--- src/rtl/hexrec_pkg.sv ---
package hexrec_pkg;
    localparam int ADDR_W  = 16;
    localparam int DATA_W  = 8;
    localparam int NIB_W   = 4;
    localparam int ACC_W   = ADDR_W - NIB_W;

    localparam logic [7:0] CH_COLON = 8'h3A;
    localparam logic [7:0] CH_CR    = 8'h0D;
    localparam logic [7:0] CH_LF    = 8'h0A;

    localparam logic [DATA_W-1:0] KIND_DATA = 8'h00;
    localparam logic [DATA_W-1:0] KIND_EOF  = 8'h01;

    typedef enum logic [2:0] {
        PH_WAIT,
        PH_COUNT,
        PH_ADDR,
        PH_KIND,
        PH_PAYLOAD,
        PH_CHECK
    } phase_e;

    typedef struct packed {
        phase_e              phase;
        logic [1:0]          nib_cnt;
        logic [ACC_W-1:0]    acc;
        logic [DATA_W-1:0]   remain;
        logic [ADDR_W-1:0]   cur_addr;
        logic [DATA_W-1:0]   kind;
        logic [DATA_W-1:0]   sum;
        logic                wr_en;
        logic [ADDR_W-1:0]   wr_addr;
        logic [DATA_W-1:0]   wr_data;
        logic                done;
        logic                err;
    } parse_s;
endpackage

--- src/rtl/hexrec_char_class.sv ---
module hexrec_char_class
    import hexrec_pkg::*;
(
    input  logic [7:0]       ch,
    output logic [NIB_W-1:0] nib,
    output logic             is_hex,
    output logic             is_colon,
    output logic             is_eol
);
    always_comb begin
        nib    = '0;
        is_hex = 1'b0;
        if (ch >= 8'h30 && ch <= 8'h39) begin
            nib    = ch[3:0];
            is_hex = 1'b1;
        end else if ((ch >= 8'h41 && ch <= 8'h46) || (ch >= 8'h61 && ch <= 8'h66)) begin
            nib    = ch[3:0] + 4'd9;
            is_hex = 1'b1;
        end
        is_colon = (ch == CH_COLON);
        is_eol   = (ch == CH_CR) || (ch == CH_LF);
    end
endmodule

--- src/rtl/hexrec_parser.sv ---
module hexrec_parser
    import hexrec_pkg::*;
(
    input  logic              clk,
    input  logic              rst,
    input  logic              take,
    input  logic [NIB_W-1:0]  nib,
    input  logic              is_hex,
    input  logic              is_colon,
    input  logic              is_eol,
    output logic              wr_en,
    output logic [ADDR_W-1:0] wr_addr,
    output logic [DATA_W-1:0] wr_data,
    output logic              done,
    output logic              err
);
    parse_s q, d;

    logic [DATA_W-1:0] byte_v;
    logic [DATA_W-1:0] sum_nx;
    logic              byte_done;
    logic              field_done;

    always_comb begin
        byte_v     = {q.acc[NIB_W-1:0], nib};
        sum_nx     = q.sum + byte_v;
        byte_done  = q.nib_cnt[0];
        field_done = (q.phase == PH_ADDR) ? (q.nib_cnt == 2'd3) : byte_done;

        d       = q;
        d.wr_en = 1'b0;

        if (take) begin
            if (q.phase == PH_WAIT) begin
                if (is_colon) begin
                    d.phase   = PH_COUNT;
                    d.nib_cnt = '0;
                    d.sum     = '0;
                end else if (!is_eol) begin
                    d.err = 1'b1;
                end
            end else if (!is_hex) begin
                d.err   = 1'b1;
                d.phase = PH_WAIT;
            end else begin
                d.acc     = {q.acc[ACC_W-NIB_W-1:0], nib};
                d.nib_cnt = q.nib_cnt + 2'd1;
                if (byte_done) begin
                    d.sum = sum_nx;
                end
                if (field_done) begin
                    d.nib_cnt = '0;
                    unique case (q.phase)
                        PH_COUNT: begin
                            d.remain = byte_v;
                            d.phase  = PH_ADDR;
                        end
                        PH_ADDR: begin
                            d.cur_addr = {q.acc, nib};
                            d.phase    = PH_KIND;
                        end
                        PH_KIND: begin
                            d.kind = byte_v;
                            if (byte_v != KIND_DATA && byte_v != KIND_EOF) begin
                                d.err   = 1'b1;
                                d.phase = PH_WAIT;
                            end else if (q.remain == '0) begin
                                d.phase = PH_CHECK;
                            end else begin
                                d.phase = PH_PAYLOAD;
                            end
                        end
                        PH_PAYLOAD: begin
                            if (q.kind == KIND_DATA) begin
                                d.wr_en   = 1'b1;
                                d.wr_addr = q.cur_addr;
                                d.wr_data = byte_v;
                            end
                            d.cur_addr = q.cur_addr + 1'b1;
                            d.remain   = q.remain - 1'b1;
                            if (q.remain == 8'd1) begin
                                d.phase = PH_CHECK;
                            end
                        end
                        PH_CHECK: begin
                            if (sum_nx != '0) begin
                                d.err = 1'b1;
                            end else if (q.kind == KIND_EOF) begin
                                d.done = 1'b1;
                            end
                            d.phase = PH_WAIT;
                        end
                        default: d.phase = PH_WAIT;
                    endcase
                end
            end
        end
    end

    always_ff @(posedge clk) begin
        if (rst) begin
            q <= '{phase: PH_WAIT, default: '0};
        end else begin
            q <= d;
        end
    end

    assign wr_en   = q.wr_en;
    assign wr_addr = q.wr_addr;
    assign wr_data = q.wr_data;
    assign done    = q.done;
    assign err     = q.err;
endmodule

--- src/rtl/hex_record_loader.sv ---
module hex_record_loader
    import hexrec_pkg::*;
(
    input  logic              clk,
    input  logic              rst,
    input  logic              in_valid,
    input  logic [7:0]        in_char,
    output logic              in_ready,
    output logic              wr_en,
    output logic [ADDR_W-1:0] wr_addr,
    output logic [DATA_W-1:0] wr_data,
    output logic              done,
    output logic              error
);
    logic [NIB_W-1:0] nib;
    logic             is_hex;
    logic             is_colon;
    logic             is_eol;

    assign in_ready = 1'b1;

    hexrec_char_class u_class (
        .ch       (in_char),
        .nib      (nib),
        .is_hex   (is_hex),
        .is_colon (is_colon),
        .is_eol   (is_eol)
    );

    hexrec_parser u_parse (
        .clk      (clk),
        .rst      (rst),
        .take     (in_valid),
        .nib      (nib),
        .is_hex   (is_hex),
        .is_colon (is_colon),
        .is_eol   (is_eol),
        .wr_en    (wr_en),
        .wr_addr  (wr_addr),
        .wr_data  (wr_data),
        .done     (done),
        .err      (error)
    );
endmodule

--- config.mk ---
export PLATFORM = sky130hd
export DESIGN_NAME = hex_record_loader
export DESIGN_NICKNAME = d
export VERILOG_FILES = /design/src/rtl/hexrec_pkg.sv /design/src/rtl/hexrec_char_class.sv /design/src/rtl/hexrec_parser.sv /design/src/rtl/hex_record_loader.sv
export SDC_FILE = /design/constraint.sdc
export NUM_CORES = 1
export LEC_CHECK = 0
export ABC_AREA = 1
export BUFFER_PORTS_ARGS = -buffer_cell sky130_fd_sc_hd__buf_4
export CAP_MARGIN = 20
export CORE_ASPECT_RATIO = 0.75
export CORE_UTILIZATION = 30
export CTS_BUF_LIST = sky130_fd_sc_hd__clkbuf_4 sky130_fd_sc_hd__clkbuf_8 sky130_fd_sc_hd__clkbuf_16
export CTS_CLUSTER_SIZE = 12
export DETAILED_ROUTE_END_ITERATION = 16
export PLACE_DENSITY_LB_ADDON = 0.08
export SYNTH_ARGS = -nofsm -noshare
export SYNTH_HDL_FRONTEND = slang
export SYNTH_SLANG_ARGS = --single-unit
--- constraint.sdc ---
create_clock -name clk -period 3.1 [get_ports clk]
set_input_delay 0.62 -clock clk [delete_from_list [all_inputs] [get_ports clk]]
set_output_delay 0.62 -clock clk [all_outputs]
set_load 0.03 [all_outputs]
; ---- After elaboration in Yosys (flattened, before gate mapping)
; Cells that the tools add are included.
[word_totals]
regBits = 84
wordCells = 109
output_inout_bits = 28
input_bits = 11
[classes]
n_reduce_logical = 26
bitwise_logic = 6
addsub = 5
n_lt_le_gt_ge = 6
n_mux = 34
n_eq_ne = 20
[op_table]
columns = cell, count
row1 = $mux W80, 1
row2 = $mux W25, 2
row3 = $mux W32, 1
row4 = $mux W8, 4
row5 = $pmux W16 S2, 1
row6 = $mux W27, 1
row7 = $add A16 B1 Y16 const B, 1
row8 = $eq A8 B1 Y1 const B, 2
row9 = $eq A8 B4 Y1 const B, 2
row10 = $ge A8 B7 Y1 const B, 2
row11 = $le A8 B7 Y1 const B, 2
row12 = $logic_not A8 Y1, 2
row13 = $ne A4 B4 Y1 const B, 4
row14 = $pmux W8 S2, 1
row15 = $reduce_bool A8 Y1, 2
row16 = $mux W5, 3
row17 = $reduce_and A5 Y1, 3
row18 = $reduce_and A7 Y1, 2
row19 = $mux W1, 13
row20 = $pmux W3 S4, 1
row21 = $mux W3, 3
row22 = $add A8 B8 Y8, 1
row23 = $eq A8 B6 Y1 const B, 1
row24 = $ge A8 B6 Y1 const B, 1
row25 = other kinds (22), 41

; ---- Longest topological paths before layout
[logic_depth]
depth_word = 12
mapped_depth = 20
mapped_depth_nobuf = 20

; ---- By module
; Synthesis repeated with hierarchy kept, for this count alone.
[unflattened]
cells_unflattened = 695
area_unflattened_um2 = 4760.8
[modules_own_cells]
columns = module, instances, cells_per_inst, seq_area_each_um2, area_per_inst_um2
row1 = hexrec_parser, 1, 647, 1681.6, 4478.0
row2 = hexrec_char_class, 1, 46, 0.0, 271.5
row3 = hex_record_loader, 1, 2, 0.0, 11.3

; ---- Least setup slack after synthesis
; OpenSTA, ideal clock, no wires.
[synth_timing]
kind = input to register
start = in in_char[0]
end = reg u_parse.q (netlist bit u_parse.err)
required_ps = 2968
stages = 18
t_arrival_ps = 2850
setup_ps = 132
path_buffers = 0
path_slack_ps = 118
cell_sequence = inv_1 ha_1 inv_1 nand3_1 nand3_2 nand2_4 inv_1 nor2_1 ha_1 fa_1 nor2_1 nand2_1 nor2_1 nand3_1 nor2_1 nand4_1 nand3_1 a21oi_1
[synth_between]
elab_chain_len = 9
elab_cells_between_ends = 33
cone_classes = add/sub: 2 / order compare: 6 / eq/ne: 10 / mux: 6 / reduce/logical: 9
[synth_lines]
columns = element, line_no
row1 = "start, declared", hex_record_loader.sv:7  ; input logic [7:0] in_char,
row2 = $ge A8 B7 Y1 or $le A8 B7 Y1 (tied branches), hexrec_char_class.sv:16  ; end else if ((ch >= 8'h41 && ch <= 8'h46) || (ch >= 8'h61 && ch <= 8'h66)) begin
row3 = $logic_and A1 B1 Y1, hexrec_char_class.sv:16
row4 = $logic_or A1 B1 Y1, hexrec_char_class.sv:16
row5 = $mux W4, hexrec_char_class.sv:16
row6 = $mux W4 (*), hexrec_char_class.sv:13  ; if (ch >= 8'h30 && ch <= 8'h39) begin
row7 = named net nib[0], hex_record_loader.sv:15  ; logic [NIB_W-1:0] nib;
row8 = $add A8 B8 Y8 (tied with other cells), hexrec_parser.sv:26  ; sum_nx = q.sum + byte_v;
row9 = $reduce_bool A8 Y1 or $logic_and A1 B1 Y1 (tied branches), "hexrec_parser.sv:86, hexrec_parser.sv:64"
row10 = $ne A4 B4 Y1 (no line), n/a
row11 = $reduce_and A7 Y1 (no line) (*), n/a
row12 = "end signal, assigned", hexrec_parser.sv:102  ; q <= '{phase: PH_WAIT, default: '0};
row13 = "end signal, assigned", hexrec_parser.sv:104  ; q <= d;
row14 = "end, declared", hexrec_parser.sv:17  ; parse_s q, d;
; Mark *: on every way through the listed nets, which the timed path passes. The rest lies on a longest branch.
; A chain may end at the register's enable or synchronous reset.

; ---- Worst setup path in the final report
; Same ends and word-level chain as after synthesis.

==> results by group <==
Status
  – Status: complete, no violations

CTS
  – CTS sink cnt: 84
  – CTS root buf: clkbuf_16
  – Clock Pin Slew Worst Setup and Hold Paths: roughly 0.060 ns
  – CTS tree: built
  – CTS Buf Count: 9
  – Hold Buf Count CTS: 0
  – Clk buf depth: 2
  – Clock Latency Late Sink: roughly 0.35 ns
  – H-Tree Depth: 3

Yosys
  – Syn_nets: just over 700
  – Ranking of synthesized cells by area: dfxtp_1 35%, nand2_1 8.9%, nor2_1 8.1%
  – Post-synthesis cell count: between 600 and 700
  – Compound-gate portion of the synthesized area: around 16%
  – Proportion of synthesized area in mux cells: 0%
  – Biggest area consumer among synthesized cells: dfxtp_1
  – Yosys reg bits: between 80 and 90
  – Synth top area share: a little over a third
  – Largest family of logic cells by synthesized area: simple AND/OR/NAND/NOR gates
  – Synth Area per Inst: 6.963 um2
  – Main synth FF type: dfxtp_1
  – Synthesis warning total: 0
  – Synth Area in Simple Gates: between 20 and 30%
  – Xor and xnor area share after synthesis: 3.325%
  – Synth Area in Adders: roughly 4.4%
  – Synthesized area: about 4700 um2
  – Distinct cells, synth: 39
  – Number of enable flip-flop cells after synthesis: 0
  – Async SR Flop Fraction: 0%
  – Seq/Total Area, Yosys: 35.46%

STA
  – Final TNS setup: 0 ns
  – Unrepaired setup endpoints after global routing: no
  – Slew Viols, Final: 0
  – Fin. Hold Viols: 0
  – Tmin final: ~2.8 ns
  – Final setup violating endpoints: 0
  – Peak Freq: ~360 MHz
  – Final worst clock skew: approximately 0.0087 ns
  – Final period util: between 90% and 100%

GRT
  – Pin count of the biggest net entering global routing: 38
  – Initial antenna violation count: 0
  – Grt ovf: 0
  – GR Util All Layers: 16.48%
  – Number of global-route vias before repair: 4001
  – Global-route wire length before repair: roughly 21000 um

Placed design
  – Gp weighted congestion: 0.8924
  – Placed cells: roughly 900
  – Number of port buffers: 37
  – DP HPWL: 9457 um

Critical path
  – Cell Chain, Critical Path: buf_4 -> ha_1 -> inv_1 -> nand3_1 -> nand3_2 -> xor2_1 -> nor2_1 -> ha_2 -> fa_1 -> xor2_1 -> nor2_1 -> nand3_1 -> nor2_2 -> nand4_1 -> nand3_1 -> a21oi_1
  – Critical Path Sink Type: flop
  – R2r setup slk: 1.06 ns
  – CP max stage delay: about 0.45 ns
  – CP Data Required Time: between 3 and 4 ns
  – Crit-path max FO: 4
  – CP max-delay cell: fa_1
  – Startpoint class of the critical path: input port
  – Most frequent cell on the critical path: nand3_1
  – Kind of critical path: in -> reg
  – WP data arrival: roughly 3.0 ns

Floorplanning
  – Num rows: 39
  – I/O pin count: 39
  – Core area: ~15000 um2
  – Height of the die: approximately 110 um
  – Die X: 147.2 um
  – Initial Utilization: a little under a third
  – Die Footprint: 16320 um2

Layout
  – Share of cells above drive strength 1: roughly 16%
  – Diodes inserted: 0
  – Non-Filler Instances: 915
  – Fillers: approximately 1600
  – Nets@finish: around 730
  – Syn-to-layout area delta: 15.28%

Routing
  – Routed wire length: approximately 13000 um
  – WL/cell: around 14 um
  – Drt pass-1 iters: 5
  – Detail Route Antenna Nets: 0
  – DRC viols: 0
  – Total number of vias: about 4300
  – Initial drt markers: ~320
  – Via/cell ratio: between 4 and 5

Power and ir drop
  – Power Total: between 0.002 and 0.0025 W
  – Pwr Density: ~430 nW/um2
  – Leak: roughly 2.3 nW
  – VDD IR-drop max: 0.2000 mV

Worst hold path
  – Hold Path Class: reg -> reg

Flow run
  – Max-cap violations: 0
cells in the mapped netlist (6+ instances only):
cell and number:
nor2_1 102, a31oi_1 10, buf_4 29, inv_2 6
dfxtp_1 84, nand4_1 15, clkbuf_1 14, nand2_1 113
ha_1 15, a21oi_1 43, o21ai_0 71, xor2_1 10
nor3_1 13, inv_1 66, o21ai_2 6, nand3_1 34
xnor2_1 8
critical path, delay by kind of cell:
family	cells	cell delay, ns
XOR/XNOR	2	0.43
adder cells (fa/ha/maj)	3	0.85
AO/OA/AOI/OAI	1	0.06
AND/OR/NAND/NOR	8	0.88
buffers and inverters	2	0.21
what timing repair did:
action,in CTS,in global routing
setup endpoints to repair,0,1
setup buffers,0,1
resized for setup,0,2
cells in the final DEF (no fill, tap or decap), types with 2 or more instances in the layout:
cell         n
nand2_1    113
nor2_1     101
dfxtp_1     84
o21ai_0     71
inv_1       66
buf_4       62
a21oi_1     43
nand3_1     34
nand4_1     15
ha_1        14
nor3_1      13
xor2_1      10
a31oi_1     10
clkbuf_16    9
xnor2_1      8
inv_2        6
o21ai_2      6
nor2_2       5
o21ai_1      4
nand3_2      4
nor4_1       3
or2_2        3
a211oi_1     3
clkbuf_4     3
nand2_4      2
a31oi_2      2
bufinv_16    2
final cells by class:
type / instances / area, um2 / area share, %
timing repair buffer: 62 / 465.4 / 8.515
clock buffer: 12 / 247.7 / 4.532
inverter: 73 / 274.0 / 5.013
multi-input combinational: 475 / 2467 / 45.14
tap: 205 / 256.5 / 4.692
clock inverter: 4 / 73.82 / 1.350
sequential: 84 / 1682 / 30.76
state kept, by name (all words and copies together), names as in the netlist:
| signal | cells |
|---|---|
| u_parse.byte_done | 1 |
| u_parse.byte_v | 4 |
| u_parse.done | 1 |
| u_parse.err | 1 |
| u_parse.q | 52 |
| u_parse.wr_addr | 16 |
| u_parse.wr_data | 8 |
| u_parse.wr_en | 1 |
cells by family (layout without fill, tap and decap cells):
| logic type | count (synthesis) | after routing |
|---|---|---|
| XOR/XNOR | 18 | 18 |
| other | 1 | 1 |
| AND/OR/NAND/NOR | 299 | 299 |
| buffers and inverters | 122 | 151 |
| adder cells (fa/ha/maj) | 16 | 16 |
| flip-flops | 84 | 84 |
| AO/OA/AOI/OAI | 141 | 141 |
worst paths after layout:
check	startpoint	endpoint	cells after the start
setup reg to reg	u_parse.q[82]	u_parse.wr_data[2]	9
hold / removal	u_parse.done	u_parse.done	2
hold reg to reg	u_parse.done	u_parse.done	2
setup / recovery	in_char[0]	u_parse.err	16
report_power, final:
part / switching, W / total, W / internal, W / leakage, nW
registers: 0.00000111 / 0.00108 / 0.00108 / 0.677
clock network: 0.000454 / 0.00119 / 0.000734 / 0.161
logic: 0.0000672 / 0.000106 / 0.0000388 / 1.49
total: 0.000523 / 0.00238 / 0.00185 / 2.33
metrics by stage:
stage	utilization [%]	hold slack, ns	setup WS, ns	instance area, um2
after floorplan	-	0.4438	0.1181	4742
after global placement	33.50	0.4595	-0.0004339	5132
after detailed placement	33.50	0.4637	-0.1100	5132
after CTS	35.60	0.4735	0.2471	5454
after global routing	35.68	0.4915	0.02156	5466
final	35.68	0.4714	0.2952	5466
routing by layer:
layer  up-vias  wire, um  track usage (%)
met5         -         0                0
met4         0       141            4.742
met3        10       653            4.691
met2        85      5138            23.40
met1      1940      6774            23.87
li1       2254         -                -
Note: power is estimated with default switching activity, not from simulation.
